===== config.mk =====
export PLATFORM = sky130hd
export DESIGN_NAME = audio_clk_sync_mon
export DESIGN_NICKNAME = d
export VERILOG_FILES = /design/src/rtl/asm_pkg.sv /design/src/rtl/asm_edge_sync.sv /design/src/rtl/asm_frame_meter.sv /design/src/rtl/asm_lock_fsm.sv /design/src/rtl/audio_clk_sync_mon.sv
export SDC_FILE = /design/constraint.sdc
export NUM_CORES = 1
export LEC_CHECK = 0
export ABC_AREA = 1
export BUFFER_PORTS_ARGS = -buffer_cell sky130_fd_sc_hd__buf_4
export CAP_MARGIN = 20
export CORE_ASPECT_RATIO = 0.9
export CORE_UTILIZATION = 40
export CTS_CLUSTER_DIAMETER = 100
export CTS_CLUSTER_SIZE = 10
export DETAILED_ROUTE_END_ITERATION = 6
export HOLD_SLACK_MARGIN = 0.08
export SLEW_MARGIN = 30
export SYNTH_ARGS = -nofsm -noshare
export SYNTH_HDL_FRONTEND = slang
export SYNTH_SLANG_ARGS = --single-unit

===== constraint.sdc =====
create_clock -name mclk_i -period 4.6 [get_ports mclk_i]
set_clock_uncertainty 0.15 [all_clocks]
set_input_delay 1.38 -clock mclk_i [delete_from_list [all_inputs] [get_ports mclk_i]]
set_output_delay 1.38 -clock mclk_i [all_outputs]
set_load 0.02 [all_outputs]

===== src/rtl/asm_pkg.sv =====
package asm_pkg;
   typedef enum logic {
      ST_HUNT = 1'b0,
      ST_LOCK = 1'b1
   } lock_st_e;
endpackage


===== src/rtl/asm_edge_sync.sv =====
module asm_edge_sync #(
   parameter int STAGES    = 2,
   parameter bit EDGE_RISE = 1'b1
) (
   input  logic clk,
   input  logic rst_n,
   input  logic d,
   output logic edge_o
);
   logic [STAGES-1:0] sh_q;
   logic              prev_q;
   logic              lvl;

   if (STAGES < 2) begin : g_bad_stages
      $error("asm_edge_sync: STAGES must be at least 2");
   end

   always_ff @(posedge clk or negedge rst_n) begin
      if (!rst_n) begin
         sh_q   <= '0;
         prev_q <= 1'b0;
      end else begin
         sh_q   <= {sh_q[STAGES-2:0], d};
         prev_q <= sh_q[STAGES-1];
      end
   end

   assign lvl = sh_q[STAGES-1];

   if (EDGE_RISE) begin : g_rise
      assign edge_o = lvl & ~prev_q;
   end else begin : g_fall
      assign edge_o = ~lvl & prev_q;
   end
endmodule


===== src/rtl/asm_frame_meter.sv =====
module asm_frame_meter #(
   parameter int CNT_W  = 12,
   parameter int BCNT_W = 8
) (
   input  logic              clk,
   input  logic              rst_n,
   input  logic              frame_edge,
   input  logic              bck_rise,
   output logic              frame_done,
   output logic [CNT_W-1:0]  run_len,
   output logic [BCNT_W-1:0] bck_total
);
   localparam logic [CNT_W-1:0]  CMAX = {CNT_W{1'b1}};
   localparam logic [BCNT_W-1:0] BMAX = {BCNT_W{1'b1}};

   logic [CNT_W-1:0]  cnt_q;
   logic [BCNT_W-1:0] bcnt_q;
   logic              primed_q;

   // length of the current frame if it ended in this cycle (saturating)
   assign run_len    = (cnt_q == CMAX) ? CMAX : cnt_q + 1'b1;
   assign bck_total  = (bck_rise && bcnt_q != BMAX) ? bcnt_q + 1'b1 : bcnt_q;
   assign frame_done = frame_edge & primed_q;

   always_ff @(posedge clk or negedge rst_n) begin
      if (!rst_n) begin
         cnt_q    <= '0;
         bcnt_q   <= '0;
         primed_q <= 1'b0;
      end else if (frame_edge) begin
         cnt_q    <= '0;
         bcnt_q   <= '0;
         primed_q <= 1'b1;
      end else begin
         cnt_q    <= run_len;
         bcnt_q   <= bck_total;
      end
   end

   // a stalled word clock leaves the length pinned at its maximum, never wrapping
   a_r4_len_saturates: assert property (@(posedge clk) disable iff (!rst_n)
      (cnt_q == CMAX && !frame_edge) |=> (cnt_q == CMAX));
endmodule


===== src/rtl/asm_lock_fsm.sv =====
module asm_lock_fsm
   import asm_pkg::*;
#(
   parameter int CNT_W         = 12,
   parameter int BCNT_W        = 8,
   parameter int MCLK_TOL      = 5,
   parameter int BCK_BAD_LIMIT = 4,
   parameter int RESYNC_FRAMES = 2
) (
   input  logic              clk,
   input  logic              rst_n,
   input  logic              frame_done,
   input  logic [CNT_W-1:0]  run_len,
   input  logic [BCNT_W-1:0] bck_total,
   input  logic [BCNT_W-1:0] exp_bck,
   output logic              mute,
   output logic              locked,
   output logic              init_pulse
);
   localparam int GOOD_W = $clog2(RESYNC_FRAMES + 1);
   localparam int BAD_W  = $clog2(BCK_BAD_LIMIT + 1);
   localparam logic [CNT_W:0]    TOL_W     = (CNT_W+1)'(MCLK_TOL);
   localparam logic [GOOD_W-1:0] GOOD_LAST = GOOD_W'(RESYNC_FRAMES - 1);
   localparam logic [BAD_W-1:0]  BAD_LAST  = BAD_W'(BCK_BAD_LIMIT);

   lock_st_e          st_q;
   logic [CNT_W-1:0]  ref_q;
   logic              ref_v_q;
   logic [GOOD_W-1:0] good_q;
   logic [BAD_W-1:0]  bad_q;
   logic              mute_q, locked_q, init_q;

   logic [CNT_W:0] hi_lim;
   logic           too_long, too_short, len_ok, bck_ok, loss;

   assign hi_lim    = {1'b0, ref_q} + TOL_W;
   assign too_long  = {1'b0, run_len} > hi_lim;
   assign too_short = ({1'b0, run_len} + TOL_W) < {1'b0, ref_q};
   assign len_ok    = !too_long && !too_short;
   assign bck_ok    = (bck_total == exp_bck);

   // loss rules while locked: overrun any cycle, underrun or bit-clock run at a frame end
   assign loss = (st_q == ST_LOCK) &&
                 (too_long ||
                  (frame_done && too_short) ||
                  (frame_done && !bck_ok && bad_q == BAD_LAST));

   always_ff @(posedge clk or negedge rst_n) begin
      if (!rst_n) begin
         st_q     <= ST_HUNT;
         ref_q    <= '0;
         ref_v_q  <= 1'b0;
         good_q   <= '0;
         bad_q    <= '0;
         mute_q   <= 1'b1;
         locked_q <= 1'b0;
         init_q   <= 1'b0;
      end else begin
         init_q <= 1'b0;
         unique case (st_q)
            ST_HUNT: begin
               if (frame_done) begin
                  if (!ref_v_q || !len_ok) begin
                     ref_q   <= run_len;
                     ref_v_q <= 1'b1;
                     good_q  <= '0;
                  end else if (!bck_ok) begin
                     good_q <= '0;
                  end else if (good_q == GOOD_LAST) begin
                     st_q     <= ST_LOCK;
                     good_q   <= '0;
                     bad_q    <= '0;
                     mute_q   <= 1'b0;
                     locked_q <= 1'b1;
                  end else begin
                     good_q <= good_q + 1'b1;
                  end
               end
            end
            ST_LOCK: begin
               if (loss) begin
                  st_q     <= ST_HUNT;
                  ref_v_q  <= 1'b0;
                  good_q   <= '0;
                  bad_q    <= '0;
                  mute_q   <= 1'b1;
                  locked_q <= 1'b0;
                  init_q   <= 1'b1;
               end else if (frame_done) begin
                  bad_q <= bck_ok ? '0 : bad_q + 1'b1;
               end
            end
            default: st_q <= ST_HUNT;
         endcase
      end
   end

   assign mute       = mute_q;
   assign locked     = locked_q;
   assign init_pulse = init_q;

   // the init pulse is one cycle wide
   a_r6_init_single: assert property (@(posedge clk) disable iff (!rst_n)
      init_q |=> !init_q);
   // every drop of lock comes with the init pulse
   a_r6_init_at_drop: assert property (@(posedge clk) disable iff (!rst_n)
      $fell(locked_q) |-> init_q);
   // mute and lock are always complementary
   a_r7_mute_vs_lock: assert property (@(posedge clk) disable iff (!rst_n)
      mute_q != locked_q);
   // lock is only gained at a frame boundary
   a_r2_lock_on_frame: assert property (@(posedge clk) disable iff (!rst_n)
      $rose(locked_q) |-> $past(frame_done));
   // bad bit-clock frame run never exceeds its limit
   a_r5_bad_bounded: assert property (@(posedge clk) disable iff (!rst_n)
      bad_q <= BAD_LAST);
   // reference is frozen while lock persists
   a_r3_ref_frozen: assert property (@(posedge clk) disable iff (!rst_n)
      (locked_q && $past(locked_q)) |-> $stable(ref_q));
endmodule


===== src/rtl/audio_clk_sync_mon.sv =====
module audio_clk_sync_mon #(
   parameter int CNT_W         = 12,
   parameter int BCNT_W        = 8,
   parameter int SYNC_STAGES   = 2,
   parameter bit FRAME_ON_RISE = 1'b1,
   parameter int MCLK_TOL      = 5,
   parameter int BCK_BAD_LIMIT = 4,
   parameter int RESYNC_FRAMES = 2
) (
   input  logic              mclk_i,
   input  logic              rst_ni,
   input  logic              wclk_i,
   input  logic              bclk_i,
   input  logic [BCNT_W-1:0] bits_per_frame_i,
   output logic              mute_o,
   output logic              locked_o,
   output logic              init_o
);
   if (CNT_W < 4) begin : g_bad_cnt
      $error("audio_clk_sync_mon: CNT_W too small");
   end
   if (BCNT_W < 2) begin : g_bad_bcnt
      $error("audio_clk_sync_mon: BCNT_W too small");
   end
   if (MCLK_TOL < 0 || MCLK_TOL >= (1 << (CNT_W - 1))) begin : g_bad_tol
      $error("audio_clk_sync_mon: MCLK_TOL out of range");
   end
   if (BCK_BAD_LIMIT < 1 || RESYNC_FRAMES < 1) begin : g_bad_limits
      $error("audio_clk_sync_mon: frame limits must be positive");
   end

   logic              frame_edge, bck_rise, frame_done;
   logic [CNT_W-1:0]  run_len;
   logic [BCNT_W-1:0] bck_total;

   asm_edge_sync #(.STAGES(SYNC_STAGES), .EDGE_RISE(FRAME_ON_RISE)) u_wsync (
      .clk(mclk_i), .rst_n(rst_ni), .d(wclk_i), .edge_o(frame_edge));

   asm_edge_sync #(.STAGES(SYNC_STAGES), .EDGE_RISE(1'b1)) u_bsync (
      .clk(mclk_i), .rst_n(rst_ni), .d(bclk_i), .edge_o(bck_rise));

   asm_frame_meter #(.CNT_W(CNT_W), .BCNT_W(BCNT_W)) u_meter (
      .clk(mclk_i), .rst_n(rst_ni), .frame_edge(frame_edge), .bck_rise(bck_rise),
      .frame_done(frame_done), .run_len(run_len), .bck_total(bck_total));

   asm_lock_fsm #(
      .CNT_W(CNT_W), .BCNT_W(BCNT_W), .MCLK_TOL(MCLK_TOL),
      .BCK_BAD_LIMIT(BCK_BAD_LIMIT), .RESYNC_FRAMES(RESYNC_FRAMES)
   ) u_fsm (
      .clk(mclk_i), .rst_n(rst_ni), .frame_done(frame_done), .run_len(run_len),
      .bck_total(bck_total), .exp_bck(bits_per_frame_i),
      .mute(mute_o), .locked(locked_o), .init_pulse(init_o));
endmodule


==> impl_metrics.csv, run 1 <==
group,metric,value,unit
routing,drc,0,
layout,n_antenna_cell,0,
pwr,swShare,0.425,
worst_setup_path,rrSetupSlack,0.49,ns
logic_synthesis,synth_edf_count,0,
cts,cts.sinks,49,
worst_setup_path,r2r.worst_path.cells,25,
global_route,grt_pass1_wl,13800,µm
place,io_buffers,14,
worst_setup_path,r2r-end,"u_fsm.ref_q[8]",
routing,drtIter0Drc,161,
layout,layout_commonest_cell,"nand2_1",
cts,ctsHoldBuffers,0,
logic_synthesis,synthSimpleGateAreaFrac,0.366,
cts,cts_max_level,2,
floorplan,die_w,104,µm
logic_synthesis,synth_xor_area_frac,0.0495,
timing,rsz0062_at_grt,"false",
worst_setup_path,rr_startpoint,"u_meter.cnt_q[0]",
place,finalWeightedCongestion,0.865,
logic_synthesis,synth.area.top_cells,"dfrtp_1 (32%), nand2_1 (15%), ha_1 (10%)",
layout,post-route-util,0.461,
logic_synthesis,synth_top_area_frac,0.323,
timing,fmax,243,MHz
worst_setup_path,critPathMaxFanout,20,
worst_setup_path,arrival,4.20,ns
cts,cts_tree,"yes",
place,hpwl,6080,µm
timing,whs,0.203,ns
pwr,vdd_ir_drop_max,0.290,mV
routing,ant_nets,0,
routing,wl,7740,µm
pwr,p_leak,2.04,nW
layout,nets,575,
routing,vias_per_cell,4.82,
global_route,grt_start_max_net_pins,50,
logic_synthesis,synthArstFlopShare,1.00,
cts,clockBufferDepth,2,
layout,drive_above_1_share,0.124,
hold_path,min-delay-start,"u_bsync.sh_q[0]",
floorplan,fp.dieH,93.4,µm
global_route,first_global_vias,3039,
logic_synthesis,syn_inst,515,
run,max_cap_viol_count,0,
worst_setup_path,worstSetupEndpointType,"flip-flop",
pwr,p_switching,0.000648,W
floorplan,core,8810,µm²
worst_setup_path,cp.required,4.68,ns
routing,via_count,3146,
cts,clk_pin_slew,0.09,ns
routing,drt-wirelength-per-cell,11.8,µm
worst_setup_path,crit_path_end,"u_fsm.ref_q[8]",
floorplan,dieArea,9680,µm²
cts,cts_buffers,5,
pwr,p_int,0.000878,W
status,status,"finished, final reports clean",
logic_synthesis,synth_nets,557,
global_route,overflow,0,
global_route,grt_use_total,0.176,
floorplan,rows,32,
logic_synthesis,synth-seq-cells,49,
pwr,p_total,0.00153,W
logic_synthesis,seq_area_frac_synth,0.330,
pwr,p_per_area,376,nW/µm²
place,dpl-instance-area,3950,µm²
layout,final_cell_mix,"nand2_1 (148), inv_1 (71), nor2_1 (53)",
timing,worst_pin_slew,0.630,ns
logic_synthesis,yosysTopAreaCell,"dfrtp_1",
cts,postCtsSetupRepairBufs,0,
floorplan,pin_count,15,
logic_synthesis,ys.warnings.count,0,
timing,tns,0,ns
logic_synthesis,synth.mux.area_fraction,0,
pwr,sequentialPowerShare,0.333,
hold_path,hold_class,"reg2reg",
worst_setup_path,crit_type,"reg2reg",
layout,fillers,891,
timing,fin_crit_sh,0.895,
global_route,antenna_found_initial,0,
floorplan,start_util,0.422,
cts,cts_root_buffer,"clkbuf_8",
logic_synthesis,synth.distinct_cells,33,
cts,cts_resized,0,
timing,slew_viol_final,0,
logic_synthesis,synth_top_family_by_area,"simple AND/OR/NAND/NOR gates",
timing,post-route-min-period,4.11,ns
timing,finalSetupViolCount,0,
cts,clk_latency,0.30,ns
layout,syn_to_final_growth,9.19,%
timing,max-slew-margin-rel,0.580,
worst_setup_path,critPathLaunch,"u_meter.cnt_q[0]",
logic_synthesis,synth_area,3720,µm²
pwr,pwr-share-clk,0.201,
logic_synthesis,synthAdderAreaFrac,0.101,
routing,first_pass_iters,4,
layout,fin_area,4060,µm²
worst_setup_path,start_kind,"flip-flop",
logic_synthesis,synth.avg_cell_area,7.22,µm²
logic_synthesis,synth-compound-area-share,0.0677,
logic_synthesis,synth_ff_type,"dfrtp_1",
timing,finalHoldViolations,0,
pwr,pwr-share-comb,0.466,
## synthesized netlist by cell type (2+ instances only)
master      n
a21oi_1    13
buf_6       2
dfrtp_1    48
ha_1       30
inv_1      71
inv_2       5
nand2_1   148
nand2_2    13
nand3_1    33
nand3_2     8
nand3b_1    7
nand4_1    12
nor2_1     53
nor2_2      4
nor2_4      6
nor3_1      2
o21a_1      2
o21ai_0    15
o21ai_1     9
o21ai_2     2
xnor2_1     3
xor2_1     18
## critical path, cell delays in order (launching register included)
cell      delay, ns
dfrtp_1        0.47
ha_1           0.28
nand2_2        0.10
nor2_4         0.15
nand3_4        0.19
nand2_1        0.17
ha_1           0.17
nand3b_2       0.14
nand2_2        0.10
nor2_4         0.14
xor2_1         0.18
ha_1           0.27
nand2_1        0.07
inv_1          0.03
nor2_1         0.09
o21a_1         0.13
nand2_1        0.05
nand2_1        0.05
nand2_1        0.04
nand2_1        0.09
nand3_2        0.08
nand2_2        0.10
nand2_1        0.38
inv_2          0.24
nand2_1        0.07
o21ai_1        0.08
## worst min-delay path by stage
stage	end	slack [ns]	depth (start not counted)
after floorplan	u_bsync.sh_q[1]	0.18	0
after global placement	u_bsync.sh_q[1]	0.18	0
after detailed placement	u_bsync.sh_q[1]	0.19	0
after CTS	u_bsync.sh_q[1]	0.21	0
after global routing	u_bsync.sh_q[1]	0.22	0
final	u_bsync.sh_q[1]	0.20	0
## kinds of logic after synthesis
| logic type | after synthesis |
|---|---|
| AND/OR/NAND/NOR | 290 |
| buffers and inverters | 80 |
| flip-flops | 49 |
| AO/OA/AOI/OAI | 45 |
| adder cells (fa/ha/maj) | 30 |
| XOR/XNOR | 21 |
## power by group through the flow
| stage | Sequential, W | Clock, W | Combinational [W] |
|---|---|---|---|
| global route | 0.000513 | 0.000343 | 0.000824 |
| global placement | 0.000515 | 0 | 0.000701 |
| floorplan | 0.000507 | 0 | 0.000567 |
| detailed placement | 0.000516 | 0 | 0.000713 |
| CTS | 0.000508 | 0.000323 | 0.000715 |
| finish | 0.000508 | 0.000307 | 0.000711 |
## state kept, by name, summed over array words and instances (netlist names)
register / cells
u_fsm.good_q: 2
u_fsm.ref_q: 12
u_wsync.sh_q: 2
u_fsm.bad_q: 3
u_fsm.mute: 1
u_fsm.init_pulse: 1
u_bsync.sh_q: 2
u_fsm.locked: 1
u_wsync.prev_q: 1
u_meter.primed_q: 1
u_fsm.st_q: 1
u_meter.bcnt_q: 8
u_bsync.prev_q: 1
u_fsm.ref_v_q: 1
u_meter.cnt_q: 12
## metrics by stage
stage / setup WS, ns / cells
6_report: 0.485 / 653
3_3_place_gp: 0.663 / 645
5_1_grt: 0.0535 / 653
2_1_floorplan: 1.16 / 515
4_1_cts: 0.477 / 653
3_5_place_dp: 0.513 / 645
## layer usage
metal  track usage  vias up  wire length (µm)
li1              -     1674                 -
met1         0.228     1430              3900
met2         0.308       35              3540
met3        0.0251        7               207
met4        0.0447        0                89
met5             0        -                 0
## cell type report
cell class	count	area, µm²	share of cell area
clock inverter	2	38.8	0.00956
multi-input combinational	386	2170	0.535
tap	119	149	0.0367
clock buffer	6	72.6	0.0179
inverter	76	285	0.0703
timing repair buffer	15	113	0.0278
sequential	49	1230	0.302
Note: power is estimated with default switching activity, not from simulation.
==> run 2: changes to the inputs <==
clock period = 4.1 ns   (was 4.6 ns; I/O delays follow)
==> run 2 against run 1 <==
Worst hold slack better by 0.00096 ns. Fmax up 11%. Power up 9.4%. Critical path type unchanged. Largest cell class unchanged.
==> impl_metrics.csv, run 2 (same netlist as run 1, synthesis figures left out) <==
group,metric,value,unit
pwr,vdd_ir_drop_max,0.291,mV
layout,drive_above_1_share,0.134,
global_route,grt_use_total,0.177,
layout,multi_input_area,2180,µm²
routing,drc,0,
global_route,grt_pass1_wl,14000,µm
routing,drt-wirelength-per-cell,11.9,µm
worst_setup_path,cp.required,4.17,ns
cts,clk_latency,0.30,ns
layout,layout_commonest_cell,"nand2_1",
worst_setup_path,start_kind,"flip-flop",
worst_setup_path,rrSetupSlack,0.39,ns
floorplan,die_w,104,µm
timing,finalHoldViolations,0,
cts,cts_root_buffer,"clkbuf_8",
cts,cts_tree,"yes",
global_route,overflow,0,
floorplan,dieArea,9680,µm²
floorplan,fp.dieH,93.4,µm
pwr,p_per_area,412,nW/µm²
routing,via_count,3170,
timing,max-slew-margin-rel,0.572,
cts,cts_buffers,5,
layout,final_cell_mix,"nand2_1 (146), inv_1 (71), nor2_1 (53)",
place,io_buffers,14,
layout,post-route-util,0.461,
hold_path,worstHoldPathCells,0,
routing,ant_nets,0,
global_route,grt_start_max_net_pins,50,
timing,fin_crit_sh,0.905,
layout,seq_area,1230,µm²
cts,clockBufferDepth,2,
global_route,first_global_vias,3086,
place,hpwl,6050,µm
hold_path,hold_end,"u_bsync.sh_q[1]",
worst_setup_path,crit_type,"reg2reg",
hold_path,hold_class,"reg2reg",
timing,worst_pin_slew,0.642,ns
routing,drtIter0Drc,111,
floorplan,rows,32,
timing,slew_viol_final,0,
timing,tns,0,ns
cts,clk_pin_slew,0.09,ns
layout,nets,577,
timing,fmax,269,MHz
worst_setup_path,rr_startpoint,"u_meter.cnt_q[0]",
layout,syn_to_final_growth,9.19,%
floorplan,pin_count,15,
worst_setup_path,r2r-end,"u_fsm.ref_q[11]",
run,max_cap_viol_count,0,
timing,post-route-min-period,3.71,ns
status,status,"finished, final reports clean",
routing,wl,7820,µm
place,finalWeightedCongestion,0.840,
layout,top_regs,"u_fsm.ref_q x12, u_meter.cnt_q x12, u_meter.bcnt_q x8",
layout,fillers,905,
pwr,p_leak,2.02,nW
worst_setup_path,critPathMaxFanout,20,
routing,vias_per_cell,4.84,
routing,first_pass_iters,4,
layout,n_antenna_cell,0,
timing,finalSetupViolCount,0,
worst_setup_path,worstSetupEndpointType,"flip-flop",
global_route,antenna_found_initial,0,
floorplan,core,8810,µm²
worst_setup_path,arrival,3.79,ns
floorplan,start_util,0.422,
cts,cts_max_level,2,
hold_path,min-delay-start,"u_bsync.sh_q[0]",
cts,cts.sinks,49,
worst_setup_path,r2r.worst_path.cells,25,
timing,rsz0062_at_grt,"false",
-- run 2: timing repair --
action,4_1_cts,5_1_grt
hold buffers,0,0
endpoints found under the hold margin,0,0
setup buffers,0,1
resized for setup,0,4
setup endpoints to repair,0,20
-- run 2: metrics by stage --
stage	instances	power [W]	instance area, µm²	setup slack (ns)	hold WS [ns]
finish	655	0.00167	4060	0.389	0.204
global route	655	0.00186	4060	0.0602	0.212
CTS	654	0.00169	4040	0.222	0.205
detailed placement	646	0.00139	3950	0.243	0.186
global placement	646	0.00137	3950	0.418	0.184
floorplan	515	0.00120	3720	0.663	0.181
-- run 2: where the power goes --
part / internal [W] / leakage [nW] / switching [W] / total [W]
Combinational: 0.000288 / 1.35 / 0.000525 / 0.000813
Clock: 0.000121 / 0.0374 / 0.000165 / 0.000286
Sequential: 0.000526 / 0.638 / 0.0000453 / 0.000571
-- run 2: area by class of cell --
class,instances,area share
inverter,76,0.0703
clock buffer,6,0.0179
timing repair buffer,17,0.0315
multi-input combinational,386,0.537
sequential,49,0.303
tap,119,0.0367
clock inverter,2,0.00370
-- run 2: how the worst max path moves through the flow --
| stage | cells after the start | slack [ns] | start | end |
|---|---|---|---|---|
| 6_report | 25 | 0.39 | u_meter.cnt_q[0] | u_fsm.ref_q[11] |
| 5_1_grt | 26 | 0.06 | u_meter.cnt_q[0] | u_fsm.ref_q[9] |
| 4_1_cts | 25 | 0.22 | u_meter.cnt_q[0] | u_fsm.ref_q[11] |
| 3_5_place_dp | 25 | 0.24 | u_meter.cnt_q[0] | u_fsm.ref_q[8] |
| 3_3_place_gp | 25 | 0.42 | u_meter.cnt_q[0] | u_fsm.ref_q[8] |
| 2_1_floorplan | 27 | 0.66 | u_meter.cnt_q[0] | u_fsm.ref_q[8] |
-- run 2: critical path, cell delays in order, from the launching register on --
cell      delay (ns)
dfrtp_2         0.45
ha_2            0.25
nand2_2         0.08
nor2_4          0.14
nand3_4         0.17
nand2_2         0.13
ha_1            0.18
nand3b_2        0.15
nand2_2         0.11
nor2_1          0.13
xor2_1          0.15
inv_1           0.06
ha_1            0.30
a21oi_1         0.16
o21a_1          0.12
nand2_1         0.06
nand2_1         0.05
nand2_1         0.04
nand2_1         0.09
nand3_2         0.08
nand2_2         0.10
nand2_1         0.06
buf_4           0.20
inv_2           0.11
nand2_1         0.06
o21ai_1         0.07
-- run 2: routing by layer --
| layer | part of all wire | track usage |
|---|---|---|
| met3 | 0.032 | 0.0286 |
| met4 | 0.0081 | 0.0519 |
| met2 | 0.47 | 0.316 |
| met5 | 0 | 0 |
| met1 | 0.49 | 0.222 |
==> run 3: changes to the inputs <==
CORE_ASPECT_RATIO = 1.4   (was 0.9)
==> run 3 against run 2 <==
Sequential cell count stayed put. Clock-buffer cell count is 1 lower. Critical path depth decreased by 1. Global-route usage grew 0.51 points. Sequential power hardly changed. Critical endpoint is now u_fsm.ref_q[1]. Largest power group unchanged.
==> impl_metrics.csv, run 3 (same netlist as run 1, synthesis figures left out) <==
group,metric,value,unit
status,status,"finished, final reports clean",
routing,via_count,3195,
layout,final_cell_mix,"nand2_1 (148), inv_1 (71), nor2_1 (53)",
floorplan,dieArea,9690,µm²
routing,drc,0,
routing,first_pass_iters,6,
timing,fin_crit_sh,0.903,
layout,syn_to_final_growth,10.1,%
layout,post-route-util,0.453,
cts,ctsHoldBuffers,0,
pwr,vdd_ir_drop_max,0.273,mV
global_route,grt_use_total,0.183,
floorplan,pin_count,15,
global_route,grt_pass1_wl,13900,µm
timing,max-slew-margin-rel,0.586,
pwr,p_per_area,437,nW/µm²
place,io_buffers,14,
layout,multi_input_area,2170,µm²
cts,cts.sinks,49,
layout,fillers,925,
floorplan,rows,41,
worst_setup_path,worstSetupEndpointType,"flip-flop",
worst_setup_path,critPathMaxFanout,17,
pwr,p_total,0.00179,W
routing,ant_nets,0,
floorplan,core,9030,µm²
cts,cts_resized,0,
timing,finalHoldViolations,0,
timing,slew_viol_final,0,
worst_setup_path,rrSetupSlack,0.40,ns
timing,worst_pin_slew,0.621,ns
routing,drt-wirelength-per-cell,12.7,µm
hold_path,hold_class,"reg2reg",
cts,postCtsSetupRepairBufs,0,
worst_setup_path,cp.required,4.12,ns
layout,seq_area,1230,µm²
floorplan,die_w,83.5,µm
place,finalWeightedCongestion,0.936,
worst_setup_path,arrival,3.72,ns
global_route,grt_start_max_net_pins,50,
routing,drtIter0Drc,89,
cts,cts_root_buffer,"clkbuf_16",
cts,cts_buffers,5,
layout,nets,577,
cts,clk_pin_slew,0.07,ns
global_route,first_global_vias,3031,
cts,cts_tree,"yes",
timing,finalSetupViolCount,0,
pwr,p_leak,2.06,nW
cts,cts_max_level,2,
cts,clk_latency,0.29,ns
run,max_cap_viol_count,0,
global_route,overflow,0,
timing,post-route-min-period,3.70,ns
layout,n_antenna_cell,0,
floorplan,start_util,0.412,
layout,layout_commonest_cell,"nand2_1",
timing,fmax,270,MHz
worst_setup_path,crit_type,"reg2reg",
cts,clockBufferDepth,2,
worst_setup_path,start_kind,"flip-flop",
timing,tns,0,ns
floorplan,fp.dieH,116,µm
timing,rsz0062_at_grt,"false",
layout,top_regs,"u_fsm.ref_q x12, u_meter.cnt_q x12, u_meter.bcnt_q x8",
routing,wl,8200,µm
global_route,antenna_found_initial,0,
place,hpwl,6610,µm
routing,vias_per_cell,4.97,
layout,drive_above_1_share,0.131,
run 3: changes by cell type in the layout (fill, tap and decap cells not counted), sizes merged:
cell,previous run,this run
clkinvlp,2,1
clkbuf,6,5
clkinv,0,2
run 3: routing by layer:
| metal | routed length [µm] | track usage |
|---|---|---|
| met1 | 3260 | 0.189 |
| met2 | 4560 | 0.367 |
| met4 | 223 | 0.0746 |
| met3 | 149 | 0.0264 |
| met5 | 0 | 0 |
run 3: path summary, 6_finish.rpt:
check,start,end,cells past startpoint
min,u_wsync.sh_q[0],u_wsync.sh_q[1],0
min reg2reg,u_wsync.sh_q[0],u_wsync.sh_q[1],0
max,u_meter.cnt_q[0],u_fsm.ref_q[1],24
max reg2reg,u_meter.cnt_q[0],u_fsm.ref_q[1],24
max in group asynchronous,rst_ni,u_fsm.good_q[1],1
min in group asynchronous,rst_ni,u_meter.bcnt_q[7],1
run 3: layout make-up:
| type | instances | share of cell area |
|---|---|---|
| inverter | 76 | 0.0697 |
| clock inverter | 3 | 0.00428 |
| clock buffer | 5 | 0.0306 |
| timing repair buffer | 17 | 0.0312 |
| multi-input combinational | 386 | 0.532 |
| sequential | 49 | 0.300 |
| tap | 107 | 0.0327 |
run 3: metrics by stage:
stage / setup WS [ns] / cells / hold slack, ns / instance area [µm²]
floorplan: 0.663 / 515 / 0.181 / 3720
global placement: 0.506 / 635 / 0.184 / 3950
detailed placement: 0.380 / 635 / 0.192 / 3950
CTS: 0.351 / 643 / 0.202 / 4090
global route: 0.0449 / 643 / 0.209 / 4090
finish: 0.398 / 643 / 0.197 / 4090
run 3: power breakdown:
group / internal [W] / total (W) / switching, W / leakage [nW]
clock network: 0.000224 / 0.000403 / 0.000179 / 0.0696
logic: 0.000287 / 0.000811 / 0.000525 / 1.35
registers: 0.000526 / 0.000574 / 0.0000483 / 0.639
total: 0.00104 / 0.00179 / 0.000753 / 2.06
run 3: worst max-delay path, stage by stage, from the launching register on:
cell and delay [ns]:
dfrtp_1 0.46, ha_2 0.26, nand2_2 0.08, nor2_4 0.14, nand3_4 0.13, nand2_1 0.14
ha_1 0.18, nand3b_2 0.15, nand2_2 0.10, nor2_1 0.13, xor2_1 0.15, inv_1 0.06
ha_1 0.31, a21oi_1 0.14, o21a_1 0.12, nand2_1 0.05, nand2_1 0.05, nand2_1 0.04
nand2_1 0.09, nand3_2 0.08, nand2_2 0.09, nand2_1 0.11, buf_4 0.21, nand2_1 0.06
o21ai_0 0.09
